==> src/rtl/tpa_pkg.sv <==
package tpa_pkg;

  typedef enum logic [1:0] {
    PAT_ISI = 2'b00,
    PAT_AUD = 2'b01,
    PAT_XT  = 2'b10,
    PAT_RSV = 2'b11
  } pat_e;

  typedef enum logic [1:0] {
    ST_IDLE,
    ST_WR,
    ST_RD,
    ST_WAIT
  } state_e;

  localparam logic [31:0] LFSR_SEED = 32'h0000_0001;
  localparam logic [31:0] LFSR_TAPS = 32'h0040_0007;
  localparam logic [7:0]  AUD_INIT  = 8'h11;
  localparam logic [7:0]  AUD_STEP  = 8'h0D;

  function automatic logic [31:0] lfsr_next(input logic [31:0] s);
    return {s[30:0], 1'b0} ^ (s[31] ? LFSR_TAPS : 32'h0);
  endfunction

endpackage

==> src/rtl/tpa_pat_gen.sv <==
module tpa_pat_gen
  import tpa_pkg::*;
#(
  parameter int DW = 32
) (
  input  logic          clk_i,
  input  logic          rst_ni,
  input  logic          load_i,
  input  logic          adv_i,
  input  pat_e          sel_i,
  output logic [DW-1:0] data_o
);

  localparam int PW = (DW > 1) ? $clog2(DW) : 1;

  logic          odd_q;
  logic [31:0]   lfsr_q;
  logic [7:0]    aud_q;
  logic [PW-1:0] pos_q;
  logic [DW-1:0] isi_w, aud_w, xt_w;

  // all three sequences step together; only the selected one is observed
  always_ff @(posedge clk_i or negedge rst_ni) begin
    if (!rst_ni) begin
      odd_q  <= 1'b0;
      lfsr_q <= LFSR_SEED;
      aud_q  <= AUD_INIT;
      pos_q  <= '0;
    end else if (load_i) begin
      odd_q  <= 1'b0;
      lfsr_q <= LFSR_SEED;
      aud_q  <= AUD_INIT;
      pos_q  <= '0;
    end else if (adv_i) begin
      odd_q  <= ~odd_q;
      lfsr_q <= lfsr_next(lfsr_q);
      aud_q  <= aud_q + AUD_STEP;
      if (odd_q) pos_q <= (pos_q == PW'(DW - 1)) ? '0 : pos_q + 1'b1;
    end
  end

  for (genvar g = 0; g < DW; g++) begin : g_lane
    assign isi_w[g] = lfsr_q[g % 32];
    assign aud_w[g] = aud_q[g % 8];
  end

  assign xt_w = DW'(1) << pos_q;

  always_comb begin
    unique case (sel_i)
      PAT_AUD: data_o = aud_w ^ {DW{odd_q}};
      PAT_XT:  data_o = xt_w ^ {DW{odd_q}};
      default: data_o = isi_w;
    endcase
  end

endmodule

==> src/rtl/tpa_addr_walk.sv <==
module tpa_addr_walk #(
  parameter int AW = 16,
  parameter int CW = 15
) (
  input  logic          clk_i,
  input  logic          rst_ni,
  input  logic          clr_i,
  input  logic          step_i,
  input  logic [AW-1:0] base_i,
  input  logic [AW-1:0] len_i,
  input  logic [CW-1:0] nmax_i,
  output logic [AW-1:0] addr_o,
  output logic          last_o
);

  logic [AW-1:0] off_q;
  logic [CW-1:0] cnt_q;
  logic          wrap;

  assign wrap = (len_i <= AW'(1)) || (off_q == len_i - AW'(1));

  always_ff @(posedge clk_i or negedge rst_ni) begin
    if (!rst_ni) begin
      off_q <= '0;
      cnt_q <= '0;
    end else if (clr_i) begin
      off_q <= '0;
      cnt_q <= '0;
    end else if (step_i) begin
      off_q <= wrap ? '0 : off_q + 1'b1;
      cnt_q <= cnt_q + 1'b1;
    end
  end

  assign addr_o = base_i + off_q;
  assign last_o = (cnt_q == nmax_i);

endmodule

==> src/rtl/mem_pattern_agent.sv <==
module mem_pattern_agent
  import tpa_pkg::*;
#(
  parameter int DW       = 32,
  parameter int AW       = 16,
  parameter int LW       = 5,
  parameter int MAX_LOG2 = 15
) (
  input  logic          clk_i,
  input  logic          rst_ni,
  input  logic          start_i,
  input  logic          mode_i,
  input  logic [1:0]    pat_sel_i,
  input  logic [LW-1:0] log2_loop_i,
  input  logic [AW-1:0] base_addr_i,
  input  logic [AW-1:0] len_i,
  output logic          mem_req_o,
  output logic          mem_we_o,
  output logic [AW-1:0] mem_addr_o,
  output logic [DW-1:0] mem_wdata_o,
  input  logic          mem_rvalid_i,
  input  logic [DW-1:0] mem_rdata_i,
  output logic          busy_o,
  output logic          done_o,
  output logic          cfg_err_o,
  output logic [DW-1:0] err_mask_o
);

  localparam int CW = MAX_LOG2;

  state_e        state_q, state_d;
  pat_e          sel_q;
  logic [AW-1:0] base_q, len_q;
  logic [CW-1:0] nmax_q, nmax_d, rcv_cnt_q;
  logic [DW-1:0] err_q, exp_data;
  logic          done_q, cfg_err_q;
  logic          accept, cfg_ok, go;
  logic          iss_clr, iss_last, rsp, rcv_last;

  assign accept = start_i && (state_q == ST_IDLE);
  assign cfg_ok = (log2_loop_i <= LW'(MAX_LOG2)) && (pat_sel_i != 2'b11);
  assign go     = accept && cfg_ok;
  // 2^L - 1 modulo 2^CW, exact for every accepted exponent
  assign nmax_d = CW'(32'd1 << log2_loop_i) - CW'(1);

  assign mem_req_o = (state_q == ST_WR) || (state_q == ST_RD);
  assign mem_we_o  = (state_q == ST_WR);
  assign rsp       = mem_rvalid_i && ((state_q == ST_RD) || (state_q == ST_WAIT));
  assign rcv_last  = (rcv_cnt_q == nmax_q);
  assign iss_clr   = go || ((state_q == ST_WR) && iss_last);

  tpa_addr_walk #(.AW(AW), .CW(CW)) u_walk (
    .clk_i  (clk_i),
    .rst_ni (rst_ni),
    .clr_i  (iss_clr),
    .step_i (mem_req_o),
    .base_i (base_q),
    .len_i  (len_q),
    .nmax_i (nmax_q),
    .addr_o (mem_addr_o),
    .last_o (iss_last)
  );

  tpa_pat_gen #(.DW(DW)) u_iss_gen (
    .clk_i  (clk_i),
    .rst_ni (rst_ni),
    .load_i (iss_clr),
    .adv_i  (mem_req_o),
    .sel_i  (sel_q),
    .data_o (mem_wdata_o)
  );

  // second copy tracks the response stream, which lags the requests
  tpa_pat_gen #(.DW(DW)) u_cmp_gen (
    .clk_i  (clk_i),
    .rst_ni (rst_ni),
    .load_i (go),
    .adv_i  (rsp),
    .sel_i  (sel_q),
    .data_o (exp_data)
  );

  always_comb begin
    state_d = state_q;
    unique case (state_q)
      ST_IDLE: if (go) state_d = mode_i ? ST_WR : ST_RD;
      ST_WR:   if (iss_last) state_d = ST_RD;
      ST_RD: begin
        if (rsp && rcv_last) state_d = ST_IDLE;
        else if (iss_last)   state_d = ST_WAIT;
      end
      ST_WAIT: if (rsp && rcv_last) state_d = ST_IDLE;
      default: state_d = ST_IDLE;
    endcase
  end

  always_ff @(posedge clk_i or negedge rst_ni) begin
    if (!rst_ni) begin
      state_q   <= ST_IDLE;
      sel_q     <= PAT_ISI;
      base_q    <= '0;
      len_q     <= '0;
      nmax_q    <= '0;
      rcv_cnt_q <= '0;
      err_q     <= '0;
      done_q    <= 1'b0;
      cfg_err_q <= 1'b0;
    end else begin
      state_q <= state_d;
      if (accept) begin
        cfg_err_q <= ~cfg_ok;
        done_q    <= 1'b0;
      end
      if (go) begin
        sel_q     <= pat_e'(pat_sel_i);
        base_q    <= base_addr_i;
        len_q     <= len_i;
        nmax_q    <= nmax_d;
        rcv_cnt_q <= '0;
        err_q     <= '0;
      end else if (rsp) begin
        err_q     <= err_q | (mem_rdata_i ^ exp_data);
        rcv_cnt_q <= rcv_cnt_q + 1'b1;
        if (rcv_last) done_q <= 1'b1;
      end
    end
  end

  assign busy_o     = (state_q != ST_IDLE);
  assign done_o     = done_q;
  assign cfg_err_o  = cfg_err_q;
  assign err_mask_o = err_q;

endmodule

==> config.mk <==
export PLATFORM = sky130hd
export DESIGN_NAME = mem_pattern_agent
export DESIGN_NICKNAME = d
export VERILOG_FILES = /design/src/rtl/tpa_pkg.sv /design/src/rtl/tpa_pat_gen.sv /design/src/rtl/tpa_addr_walk.sv /design/src/rtl/mem_pattern_agent.sv
export SDC_FILE = /design/constraint.sdc
export NUM_CORES = 1
export LEC_CHECK = 0
export ABC_AREA = 0
export BUFFER_PORTS_ARGS = -buffer_cell sky130_fd_sc_hd__buf_2
export CAP_MARGIN = 15
export CORE_MARGIN = 1.5
export CORE_UTILIZATION = 44
export CTS_CLUSTER_DIAMETER = 30
export DETAILED_ROUTE_END_ITERATION = 10
export HOLD_SLACK_MARGIN = 0.03
export PLACE_DENSITY_LB_ADDON = 0.08
export SLEW_MARGIN = 20
export SYNTH_ARGS = -nofsm -noshare
export SYNTH_HDL_FRONTEND = slang
export SYNTH_SLANG_ARGS = --single-unit
==> constraint.sdc <==
create_clock -name clk_i -period 3.85 [get_ports clk_i]
set_input_delay 0.77 -clock clk_i [delete_from_list [all_inputs] [get_ports clk_i]]
set_output_delay 0.77 -clock clk_i [all_outputs]
set_load 0.01 [all_outputs]
# ---- Word level (Yosys, flattened, before mapping)
# Index checks and enable logic that the tools add are counted.
dict set report word_totals {
  wordCells 123
  in_bits 76
  out_inout_bits 85
  register_bits 223
}
dict set report op_classes {
  n_reduce_logical 19
  shift 3
  bitwise_logic 11
  n_addsub 10
  magnitude_cmp 2
  n_eq_ne 15
  mux 44
}
# operator count
set ops {}
lappend ops {{XOR 32 bit} 7}
lappend ops {{two-way mux 32 bit} 6}
lappend ops {{case mux 32 bit (2 select lines)} 2}
lappend ops {{left shift 1 x 5 -> 32 bit, first input constant} 2}
lappend ops {{two-way mux 15 bit} 4}
lappend ops {{two-way mux 16 bit} 3}
lappend ops {{two-way mux 23 bit} 2}
lappend ops {{two-way mux 5 bit} 8}
lappend ops {{two-way mux 8 bit} 4}
lappend ops {{bitwise OR 32 bit} 1}
lappend ops {{adder 15 x 1 -> 15 bit, second input constant} 2}
lappend ops {{equality test 15 bit} 2}
lappend ops {{adder 16 x 1 -> 16 bit, second input constant} 1}
lappend ops {{adder 16 bit} 1}
lappend ops {{adder 8 x 4 -> 8 bit, second input constant} 2}
lappend ops {{equality test 16 bit} 1}
lappend ops {{less-or-equal comparator 16 x 1 -> 1 bit, second input constant} 1}
lappend ops {{subtractor 16 x 1 -> 16 bit, second input constant} 1}
lappend ops {{left shift 1 x 5 -> 15 bit, first input constant} 1}
lappend ops {{subtractor 15 x 1 -> 15 bit, second input constant} 1}
lappend ops {{two-way mux 2 bit} 6}
lappend ops {{adder 5 x 1 -> 5 bit, second input constant} 2}
lappend ops {{equality test 5 bit, second input constant} 2}
lappend ops {{nonzero test 2 bit} 5}
lappend ops {{other kinds (14)} 37}

# ---- Depth between registers and ports, before layout
dict set report depth {
  depth_word 7
  mapped_depth 12
  mapped_depth_nobuf 11
}

# ---- Modules after synthesis
# From an unflattened synthesis, not the netlist that was laid out.
dict set report hier_totals {
  cells_unflattened 1603
  hier_area_um2 14492.6
}
# module cells_each area_each_um2 seq_area_each_um2 instances
set modules_own_cells {}
lappend modules_own_cells {tpa_pat_gen 358 3324.4 1154.9 2}
lappend modules_own_cells {mem_pattern_agent 498 4710.8 2502.4 1}
lappend modules_own_cells {tpa_addr_walk 389 3133.0 775.7 1}

# ---- Worst setup path after synthesis
# Ideal clock, no wire load.
dict set report synth_path {
  path_kind {register -> output}
  from {register u_walk.off_q[0]}
  to {output mem_addr_o[14]}
  n_path_buf 0
  required_ns 3.080
  stages_incl_launch_ff 12
  slack_ns 0.919
  arrival_time_ns 2.161
  cell_sequence {dfrtp_1 ha_1 inv_1 fa_1 nor2b_1 o21a_1 nor2_1 nor2_1 o41a_1 nand4_1 a31oi_1 xor2_1}
}
dict set report synth_via {
  elab_chain_cells 1
}
# item line
set synth_lines {}
lappend synth_lines {{start: declaration} tpa_addr_walk.sv:16} ;# logic [AW-1:0] off_q;
lappend synth_lines {{start signal: assignment} tpa_addr_walk.sv:30} ;# off_q <= wrap ? '0 : off_q + 1'b1;
lappend synth_lines {{adder 16 bit} tpa_addr_walk.sv:35} ;# assign addr_o = base_i + off_q;
lappend synth_lines {{end: declaration} mem_pattern_agent.sv:19} ;# output logic [AW-1:0] mem_addr_o,
# No other way between the ends.

# ---- Worst setup path after layout
dict set report layout_path {
  from {register base_q[0]}
  to {output mem_addr_o[14]}
}
dict set report layout_via {
  elab_chain_cells 1
}
# item line
set layout_lines {}
lappend layout_lines {{start: declaration} mem_pattern_agent.sv:33} ;# logic [AW-1:0] base_q, len_q;
lappend layout_lines {{start signal: assignment} mem_pattern_agent.sv:116} ;# base_q <= base_addr_i;
lappend layout_lines {{adder 16 bit} tpa_addr_walk.sv:35}
# No other way between the ends.

==> results.tsv <==
metric	value	unit
status	finished clean	
register area share after synthesis	40.0	%
Critical Path AT	2.92	ns
die width	181	um
# diodes	0	
first-pass GRT wire length	58300	um
simple logic cell fraction of the synthesized area	21.6	%
xor and xnor area share after synthesis	13.8	%
CTS Buffer Depth	3	
Rel. slew slack	41.7	%
vias per cell	5.21	
Syn Nets	1757	
Synth top area share	38.9	%
all-layer global routing usage	21.8	%
TritonCTS Buffers	57	
vias in the first global route	11500	
Routed WL per cell	15.6	um
CTS tree	done	
IO Pins	161	
total gr overflow	0	
Final Hold Viols	0	
post-synthesis mux area share	5.32	%
via count	11600	
Clock Sinks	223	
Post-Syn Instances	1636	
Setup crit end kind	primary output	
clk_skew	0.0220	ns
post-synth top area cell	dfrtp_1	
area grow syn2layout	23.6	%
Final period util	95.8	%
Post-Synthesis Cell Area	14000	sq um
most common cell in the netlist	nand2_1	
Nets	1897	
synth warn	0	
Seq cells post-synth	223	
Final Core Density	55.0	%
Routability Congestion	0.841	
Comb power frac	42.7	%
startpoint types	flop	
Die ar.	32800	sq um
Worst Path Required	3.08	ns
H-tree lvl count	2	
max-slew violation count	0	
Max Cap Violations	0	
worst setup path category	flop to primary output	
# rows	65	
clock network fraction of design power	31.3	%
HPWL Detailed	23000	um
Initial Util	44.5	%
initial antenna violation count	0	
drt drc	0	
DRT iter0 DRCs	616	
Peak Freq	0.271	GHz
RR Endpoint	u_walk.off_q[15]$_DFFE_PN0P_	
Synth Area in Adders	4.09	%
min Tclk post-route	3.69	ns
Pwr Total	16.4	mW
design area	17300	sq um
Clock Latency Late Sink	0.59	ns
Power Density	951	nW/um^2
Worst Reg-to-Reg Cells	8	
Reg power frac	26.0	%
dpl cell area	15100	sq um
net load switching power	6.50	mW
Root Driver	clkbuf_16	
Port Buffers	160	
worst slew pin tran	0.874	ns
Post-synth EDFFs	0	
crit-path max FO	3	
top cells by area, synth	dfrtp_1 (39%), xor2_1 (8.9%), nand2_1 (8.7%), xnor2_1 (4.9%), a21oi_1 (4.7%)	
Synth async-reset ratio	100	%
maximum VDD drop	0.940	mV
top_reg_cell synth	dfrtp_1	
total negative slack	0	ns
Pint	9.91	mW
Routed Antenna Nets	0	
synthesized area per cell	8.54	sq um
CTS clk-pin slew, worst paths	0.05	ns
1st-pass router iterations	5	
Crit Reg-Reg Startpoint	len_q[10]$_DFFE_PN0P_	
class of the worst hold path	primary input to async pin	
final setup vio count	0	
Core Footprint	31400	sq um
ratio of cells with drive above 1 in the final layout	18.8	%
reg-to-reg setup timing slack	0.79	ns
Compound-Gate Fraction of Synth Area	11.7	%
library cells used by synthesis	61	
main combinational cell family by area after synthesis	simple AND/OR/NAND/NOR gates	
Die Height	181	um
pin count of the biggest net entering global routing	71	
top cells by count, synth	nand2_1 (323), dfrtp_1 (217), nor2_1 (160)	
hold_buf cts	0	
Net Sw Frac	39.6	%
final WL	34600	um
LEAKAGE	8.25	nW
-- state kept, by name, indices dropped and copies added (netlist names), 15 cells and up --
name,cells
u_cmp_gen.isi_w,32
err_mask_o,32
base_q,16
nmax_q,15
u_iss_gen.isi_w,32
len_q,16
rcv_cnt_q,15
u_walk.off_q,16
u_walk.cnt_q,15
-- through the flow --
stage,cells,setup slack [ns],hold WS [ns]
2_1_floorplan,1636,0.919,0.452
3_3_place_gp,2116,0.655,0.464
3_5_place_dp,2116,0.605,0.480
4_1_cts,2222,0.0243,0.146
5_1_grt,2225,-0.00855,0.175
6_report,2225,0.163,0.161
-- timing repair --
item | CTS | global route
endpoints found under the setup margin | 1 | 3
buffers inserted | 0 | 3
pin swaps | 0 | 6
resized for setup | 1 | 8
-- cell type report --
type	instances	area [sq um]
fillers	2894	14100
multi-input cells	1290	7950
flip-flops and latches	223	5590
clock buffers	77	1620
repair buffers	181	1020
well taps	402	503
clock inverters	29	478
inverters	23	86.3
-- metal layers --
metal  vias to the layer above  global-route usage, %  part of all wire (%)  routed length [um]
li1                       5829                      -                     -                   -
met1                      5487                   29.3                    48               16500
met2                       214                   35.4                    46               15900
met3                        53                   4.84                   4.7                1640
met4                         0                   5.97                   1.6                 549
met5                         -                      0                     0                   0
-- cell families (layout without fill, tap and decap cells) --
| kind of cell | count (synthesis) | count (layout) |
|---|---|---|
| muxes | 70 | 70 |
| AOI/OAI and AO/OA | 279 | 279 |
| adders and majority gates | 45 | 45 |
| buffers and inverters | 123 | 310 |
| DFF | 223 | 223 |
| and+or+nand+nor | 676 | 676 |
| xor gates and xnor gates | 220 | 220 |
-- how the worst max path moves through the flow --
stage | start | end | slack (ns) | cells past startpoint
6_report | base_q[0]$_DFFE_PN0P_ | mem_addr_o[14] | 0.16 | 12
5_1_grt | base_q[0]$_DFFE_PN0P_ | mem_addr_o[14] | -0.009 | 12
4_1_cts | u_walk.off_q[0]$_DFFE_PN0P_ | mem_addr_o[14] | 0.02 | 12
3_5_place_dp | u_walk.off_q[0]$_DFFE_PN0P_ | mem_addr_o[14] | 0.61 | 12
3_3_place_gp | u_walk.off_q[0]$_DFFE_PN0P_ | mem_addr_o[14] | 0.66 | 12
2_1_floorplan | u_walk.off_q[0]$_DFFE_PN0P_ | mem_addr_o[14] | 0.92 | 11
-- layout by cell type (no fill, tap or decap), types with 6 or more instances in the layout --
cell / Yosys / routed
nand2_1: 323 / 323
dfrtp_1: 217 / 212
buf_2: 2 / 159
nor2_1: 160 / 158
xor2_1: 142 / 142
a21oi_1: 131 / 130
xnor2_1: 78 / 78
o21ai_0: 68 / 67
clkbuf_16: 0 / 57
ha_1: 44 / 41
nand3_1: 39 / 39
mux2i_1: 36 / 36
mux2_2: 34 / 34
nor3_1: 23 / 23
inv_1: 22 / 22
nand4_1: 21 / 21
and3_1: 21 / 21
buf_4: 1 / 17
nor2b_1: 15 / 15
nor4_1: 12 / 12
clkbuf_8: 0 / 12
a22o_1: 11 / 11
bufinv_16: 0 / 11
or3_1: 10 / 10
a211oi_1: 10 / 10
and2_1: 10 / 10
a31oi_1: 9 / 9
nand3b_1: 8 / 8
a21o_1: 8 / 8
clkbuf_1: 81 / 8
nand2b_1: 7 / 7
o21ai_1: 8 / 7
o21a_1: 7 / 6
nand4b_1: 6 / 6
nor4b_1: 6 / 6
clkinv_2: 0 / 6
dfstp_2: 6 / 6
-- critical path: stages, from the launching register on --
cell and delay [ns]:
dfrtp_1 0.39, ha_4 0.16, inv_1 0.05, fa_2 0.35, nor2b_1 0.12, o21a_1 0.16, nor2_1 0.05, nor2_2 0.15
o41a_1 0.23, nand4_1 0.14, a31oi_1 0.23, xor2_1 0.15, buf_2 0.14
-- power groups by stage --
stage	sequential (mW)	combinational, mW	clock [mW]
finish	4.27	7.01	5.13
floorplan	3.95	5.27	0
global route	4.42	7.89	5.39
CTS	4.27	7.06	5.23
global placement	4.26	6.93	0
detailed placement	4.29	7.00	0
(Power assumes the default switching activity.)
